## src/rtl/dram_init_seq.sv

```systemverilog
module dram_init_seq #(
  parameter int WAIT_MAIN    = 200,
  parameter int WAIT_PRE     = 20,
  parameter int MRW          = 13,
  parameter int TAPW         = 6,
  parameter int REFW         = 10,
  parameter int REF_INTERVAL = 312,
  parameter int TAP_DDR1     = 32,
  parameter int TAP_DDR2     = 16
) (
  input  logic            clk,
  input  logic            rst_n,
  input  logic            start,
  input  logic            ddr2_sel,
  output logic            cmd_vld,
  output logic [5:0]      cmd_code,
  output logic [MRW-1:0]  mode_val,
  output logic [MRW-1:0]  emode_val,
  output logic            ref_en,
  output logic [REFW-1:0] ref_interval,
  output logic [TAPW-1:0] tap_lane0,
  output logic [TAPW-1:0] tap_lane1,
  output logic            done
);
  localparam int WMAX = (WAIT_MAIN > WAIT_PRE) ? WAIT_MAIN : WAIT_PRE;
  localparam int CW   = $clog2(WMAX + 1);
  localparam logic [5:0] K_MR = 6'b000001, K_EM = 6'b000010, K_AR = 6'b000100,
                         K_PA = 6'b001000, K_E2 = 6'b010000, K_E3 = 6'b100000;

  typedef enum logic [1:0] {S_IDLE, S_RUN, S_FIN, S_DONE} st_t;

  // step word: {short wait, command, value}
  function automatic logic [19:0] step_of(input logic d2, input logic [3:0] i);
    logic [19:0] s;
    s = '0;
    if (!d2) begin
      case (i)
        4'd0: s = {1'b0, K_PA, 13'h000};
        4'd1: s = {1'b0, K_EM, 13'h000};
        4'd2: s = {1'b0, K_MR, 13'h133};
        4'd3: s = {1'b0, K_PA, 13'h000};
        4'd4: s = {1'b0, K_AR, 13'h000};
        4'd5: s = {1'b0, K_AR, 13'h000};
        4'd6: s = {1'b0, K_MR, 13'h033};
        default: s = '0;
      endcase
    end else begin
      case (i)
        4'd0:  s = {1'b1, K_E2, 13'h000};
        4'd1:  s = {1'b1, K_E3, 13'h000};
        4'd2:  s = {1'b0, K_PA, 13'h000};
        4'd3:  s = {1'b0, K_E2, 13'h000};
        4'd4:  s = {1'b0, K_E3, 13'h000};
        4'd5:  s = {1'b0, K_EM, 13'h402};
        4'd6:  s = {1'b0, K_MR, 13'h143};
        4'd7:  s = {1'b0, K_PA, 13'h000};
        4'd8:  s = {1'b0, K_AR, 13'h000};
        4'd9:  s = {1'b0, K_AR, 13'h000};
        4'd10: s = {1'b0, K_MR, 13'h043};
        4'd11: s = {1'b0, K_EM, 13'h782};
        4'd12: s = {1'b0, K_EM, 13'h402};
        default: s = '0;
      endcase
    end
    return s;
  endfunction

  st_t st;
  logic d2;
  logic [3:0] idx;
  logic [CW-1:0] cnt;
  logic [19:0] step;
  logic [3:0] nsteps;

  assign step   = step_of(d2, idx);
  assign nsteps = d2 ? 4'd13 : 4'd7;

  always_ff @(posedge clk) begin
    if (!rst_n) begin
      st <= S_IDLE; d2 <= 1'b0; idx <= '0; cnt <= '0;
      cmd_vld <= 1'b0; cmd_code <= '0; mode_val <= '0; emode_val <= '0;
      ref_en <= 1'b0; ref_interval <= '0; tap_lane0 <= '0; tap_lane1 <= '0;
      done <= 1'b0;
    end else begin
      cmd_vld  <= 1'b0;
      cmd_code <= '0;
      case (st)
        S_IDLE, S_DONE:
          if (start) begin
            st <= S_RUN; d2 <= ddr2_sel; idx <= '0; cnt <= '0;
            done <= 1'b0; ref_en <= 1'b0;
          end
        S_RUN:
          if (cnt != '0) cnt <= cnt - 1'b1;
          else if (idx == nsteps) begin
            ref_en       <= 1'b1;
            ref_interval <= REFW'(REF_INTERVAL);
            tap_lane0    <= d2 ? TAPW'(TAP_DDR2) : TAPW'(TAP_DDR1);
            tap_lane1    <= d2 ? TAPW'(TAP_DDR2) : TAPW'(TAP_DDR1);
            st           <= S_FIN;
          end else begin
            cmd_vld  <= 1'b1;
            cmd_code <= step[18:13];
            if (step[13]) mode_val  <= MRW'(step[12:0]);
            if (step[14]) emode_val <= MRW'(step[12:0]);
            cnt <= step[19] ? CW'(WAIT_PRE) : CW'(WAIT_MAIN);
            idx <= idx + 1'b1;
          end
        S_FIN: begin done <= 1'b1; st <= S_DONE; end
        default: st <= S_IDLE;
      endcase
    end
  end

  AST_CODE_ONEHOT: assert property (@(posedge clk) disable iff (!rst_n)
    cmd_vld |-> $countones(cmd_code) == 1);
  AST_CODE_QUIET: assert property (@(posedge clk) disable iff (!rst_n)
    !cmd_vld |-> cmd_code == '0);
  AST_STROBE_SINGLE: assert property (@(posedge clk) disable iff (!rst_n)
    cmd_vld |=> !cmd_vld);
  AST_MODE_HOLD: assert property (@(posedge clk) disable iff (!rst_n)
    !(cmd_vld && cmd_code[0]) |=> $stable(mode_val) || (cmd_vld && cmd_code[0]));
  AST_DONE_STICKY: assert property (@(posedge clk) disable iff (!rst_n)
    done && !start |=> done);
  AST_DONE_SILENT: assert property (@(posedge clk) disable iff (!rst_n)
    done |-> !cmd_vld && ref_en && ref_interval == REFW'(REF_INTERVAL));
  AST_RESTART_CLEAR: assert property (@(posedge clk) disable iff (!rst_n)
    done && start |=> !done && !ref_en);
endmodule

```

## config.mk

```make
export PLATFORM = sky130hd
export DESIGN_NAME = dram_init_seq
export DESIGN_NICKNAME = d
export VERILOG_FILES = /design/src/rtl/dram_init_seq.sv
export SDC_FILE = /design/constraint.sdc
export NUM_CORES = 1
export LEC_CHECK = 0
export ABC_CLOCK_PERIOD_IN_PS = 3400
export BUFFER_PORTS_ARGS = -buffer_cell sky130_fd_sc_hd__buf_2
export CAP_MARGIN = 25
export CORE_MARGIN = 8
export CORE_UTILIZATION = 28
export CTS_CLUSTER_SIZE = 28
export DETAILED_ROUTE_END_ITERATION = 8
export PLACE_DENSITY = 0.53
export SYNTH_ARGS = -nofsm -noshare
export SYNTH_HDL_FRONTEND = slang
export SYNTH_SLANG_ARGS = --single-unit
```

## constraint.sdc

```tcl
create_clock -name clk -period 3.4 [get_ports clk]
set_clock_uncertainty 0.15 [all_clocks]
set_input_delay 0.51 -clock clk [delete_from_list [all_inputs] [get_ports clk]]
set_output_delay 0.51 -clock clk [all_outputs]
set_load 0.05 [all_outputs]
```

---- Yosys cells after proc, flatten, opt, wreduce, memory -nomap -nowiden ----
Memories as Yosys holds them, arrays and structs flattened. A register that Yosys moved wholly into a read port is not among the register bits.
Index checks and enable logic that the tools add are counted.
word-level totals
  register bits ........................... 57
  bits in read-only memories .............. 224
  output and inout port bits .............. 57
  word-level logic and storage cells ...... 78
  memories ................................ 1
memories
  name              words  width  read ports  clocked after Yosys merged registers in  wr ports  RTL line  text
  (name not given)  16     14     1           1                                        0         48        case (i)
operators by class
  add/subtract/negate cells ............... 2
  eq/ne operators ......................... 15
  multiplexer cells ....................... 25
  bitwise gates (word level) .............. 4
  reduce and logical (&&, ||, !) cells .... 19
operators by type and width
  kind                                              count
  one-hot mux 17 bit (5 select lines)               1
  two-way mux 8 bit                                 4
  two-way mux 4 bit                                 6
  two-way mux 20 bit                                1
  one-hot mux 8 bit (2 select lines)                1
  AND reduction 4 bit                               4
  == test 4 x 3 -> 1 bit, second input constant     3
  AND reduction 3 bit                               3
  == test 4 x 2 -> 1 bit, second input constant     2
  != test 2 bit, second input constant              4
  one-hot mux 4 bit (2 select lines)                1
  nonzero test 8 bit                                1
  subtractor 8 x 1 -> 8 bit, second input constant  1
  two-way mux 2 bit                                 3
  two-way mux 6 bit                                 1
  one-hot mux 2 bit (3 select lines)                1
  OR reduction 2 bit                                3
  adder 4 x 1 -> 4 bit, second input constant       1
  == test 2 bit, second input constant              2
  == test 4 x 1 -> 1 bit, second input constant     1
  == test 4 bit                                     1
  zero test 4 bit                                   1
  two-way mux 1 bit                                 4
  NOT 1 bit                                         4
  other kinds (8)                                   11

---- Depth between registers and ports, before layout ----
  depth after elaboration ................. 8
  depth in mapped cells ................... 12
  depth with buffers taken out ............ 11

---- Least setup slack after synthesis ----
Ideal clock, no wire load.
  path type ............................... reg-to-reg
  start point ............................. reg st[0]
  end point ............................... reg with a tool-made name
  arrival time ............................ 2247 ps
  data required time ...................... 3127 ps
  slack ................................... 880 ps
  cell stages (with the launch flop) ...... 12
  path buffers ............................ 0
  path through ............................ dfxtp_1 inv_1 ha_1 mux2_2 nand3_2 o31a_1 and2_1 nand2b_4 inv_2 ha_1 mux2i_1 o22ai_1
RTL lines
  what                    RTL line  text
  from (decl)             68        st_t st;
  from (signal assigned)  80        st <= S_IDLE; d2 <= 1'b0; idx <= '0; cnt <= '0;
  from (signal assigned)  90        st <= S_RUN; d2 <= ddr2_sel; idx <= '0; cnt <= '0;
  from (signal assigned)  100       st <= S_FIN;

==> metrics.md <==
| Metric | Value |
|---|---|
| Cell Area, Placed | `2770 sq um` |
| Die area | `12700 sq um` |
| Clk root buf | `clkbuf_8` |
| WL/cell | `roughly 13 microns` |
| Vias after detailed routing | `slightly above 2000` |
| H-tree depth | `2` |
| Unrepaired setup endpoints after global routing | `false` |
| Synth warnings | `0` |
| Initial Util | `28.6%` |
| PwrDens | `about 730 nW/um^2` |
| Max-Cap Viols | `0` |
| Antenna-violating nets left | `0` |
| Worst-Skew Late Latency | `~300 ps` |
| Dominant synthesized flop cell | `dfxtp_1` |
| Hold Vio Cnt, Final | `0` |
| Worst VDD drop | `~0.25 mV` |
| Critical Path Sink Type | `flop` |
| Setup-failing EPs final | `0` |
| Number of synthesized flops with an enable pin | `0` |
| Die width | `around 110 microns` |
| Hold buffer count at cts | `0` |
| CTS tree | `built` |
| Worst-case clock buffer depth | `2` |
| Number of I/O pins | `~60` |
| Slowest stage delay, CP | `between 400 and 500 ps` |
| Period utilization | `approximately four fifths` |
| Core footprint | `approximately 9200 sq um` |
| Worst Hold End | `cmd_code[2]` |
| FMAX | `roughly 360 MHz` |
| Rows | `35` |
| Cts bufs inserted | `5` |
| Die H | `113 microns` |
| Critical Path Fanout Max | `9` |
| Commonest cells after routing, fill and taps aside | `dfxtp_1, buf_2, nand2_1` |
| WP depth | `10` |
| R2R setup slack | `between 600 and 700 ps` |
| Status | `finished clean` |
| Critical Path AT | `2820 ps` |
| DP Wirelength | `about 4.4 mm` |
| Worst hold path class | `flop to flop` |
| PortBufs | `38` |
| Netlist Area Pre-Place | `2620 sq um` |
| Post-Syn Area per Cell | `between 8 and 9 sq um` |
| Lkg Pwr | `between 1 and 1.5 nW` |
| Share of post-route cells with drive strength above 1 | `about 21%` |
| FFs w/ async S/R, synth | `0%` |
| Gr ovfl total | `0` |
| Final wirelength | `slightly below 6 mm` |
| Antenna cells | `0` |
| CTS clk-pin slew, worst paths | `90 ps` |
| Final GP Congestion | `approximately 0.87` |
| Post CTS Setup Buffer Count | `0` |
| WP buf/inv | `2` |
| Tmin final | `approximately 2800 ps` |
| Initial DRC count | `around 150` |
| Reg-to-Reg Start | `st[0]` |
| Crit path launch type | `flop` |
| Crit path kind | `flop to flop` |
| TritonRoute pass-1 iters | `4` |
| Vias per cell | `4.56` |
| Area grow syn2layout | `10.0%` |
| Worst Setup Slack, final | `approximately 620 ps` |
| Fill count | `roughly 960` |
| Worst-case reg-to-reg path depth | `10` |
| CP top delay family | `adder cells` |
| Commonest non-fill, non-tap cell in the layout | `dfxtp_1` |
| First-pass GRT wire length | `9.80 mm` |
| Fin Setup TNS | `0 ps` |
| Worst hold path depth | `2` |
| Mapped Cells | `slightly above 300` |
| Initial antenna violation count | `0` |
| CTS-repair resized insts | `0` |
| Final #Nets | `between 300 and 400` |
| Cell variety after synth | `just under 60` |
| Post-synthesis sequential area ratio | `between 30 and 40%` |
| Critical Path RT | `about 3400 ps` |
| CTS sink count | `51` |
| Drt drc | `0` |
| Place WS | `657 ps` |
| Worst path cell trace | `inv_1 -> ha_1 -> mux2_2 -> nand2_1 -> nand2_1 -> a311oi_2 -> inv_1 -> ha_1 -> mux2i_1 -> o22ai_1` |
| Slowest-stage cell, CP | `mux2_2` |
| Finished Cell Area | `approximately 2900 sq um` |
| GRT Overall Usage | `approximately a tenth` |
| Largest net degree at the start of global routing | `24` |
| Vias in the first global route | `around 2000` |
| Post-synthesis register bit count | `51` |
| Count of pins over their slew limit | `0` |
-- area by class of cell --
type	count	area [sq um]	share of cell area [%]
Multi-Input combinational cell	213	1320	45.8
Clock inverter	2	37.5	1.30
Tap cell	111	139	4.83
Inverter	18	72.6	2.52
Timing Repair Buffer	42	220	7.65
Sequential cell	51	1020	35.5
Clock buffer	5	68.8	2.39
-- stage by stage --
step / total power, W / hold WS, ps / utilization, % / cells
2_1_floorplan: 0.00154 / 276 / - / 323
3_3_place_gp: 0.00169 / 294 / 30.3 / 435
3_5_place_dp: 0.00170 / 296 / 30.3 / 435
4_1_cts: 0.00212 / 309 / 31.4 / 442
5_1_grt: 0.00228 / 321 / 31.4 / 442
6_report: 0.00210 / 303 / 31.4 / 442
-- report_power, final --
part | internal (W) | switching (W)
logic | 0.000315 | 0.000625
clock network | 0.000215 | 0.000194
registers | 0.000674 | 0.0000817
total | 0.00120 | 0.000900
-- worst reg2reg max path, stage by stage, from the launching register on --
cell	delay (ps)
dfxtp_1	380
inv_1	60
ha_1	360
mux2_2	450
nand2_1	130
nand2_1	130
a311oi_2	350
inv_1	150
ha_1	260
mux2i_1	140
o22ai_1	110
-- synthesized netlist by cell type (all sizes together), types with 4 or more instances --
cell type  count  share of area, %
buf           36                10
ha            12               5.7
clkbuf         5              0.72
dfxtp         51                39
o221a          4               1.7
nor2          25               3.6
o21ai         10               1.9
and2           8               1.9
nand3         11               2.3
nand2b         6               1.7
a21oi         28               5.4
nand2         36               5.4
inv           17               2.4
a31oi          4              0.96
-- cell families (layout without fill, tap and decap cells) --
logic type,Yosys count,after routing,share of synthesized area (%)
buf+inv,59,67,13.5
mux,5,5,2.15
flops,51,51,39.0
compound gates,67,67,17.3
xor+xnor,1,1,0.335
other cells,1,22,0.143
fa+ha+maj,12,12,5.74
simple gates,106,106,21.7
-- per-layer routing --
layer  track usage [%]  wire length, microns
met1              11.3                  2790
met2              15.4                  2670
met3              2.42                   287
met4              3.78                   101
met5                 0                     0
-- worst max-delay path by stage --
stage                from  slack [ps]  endpoint
floorplan           st[0]         880      flop
global placement    st[0]         740      flop
global route        st[0]         440      flop
CTS                 st[0]         620      flop
finish              st[0]         620      flop
detailed placement  st[0]         660      flop
Power figures use the tool's default switching activity.
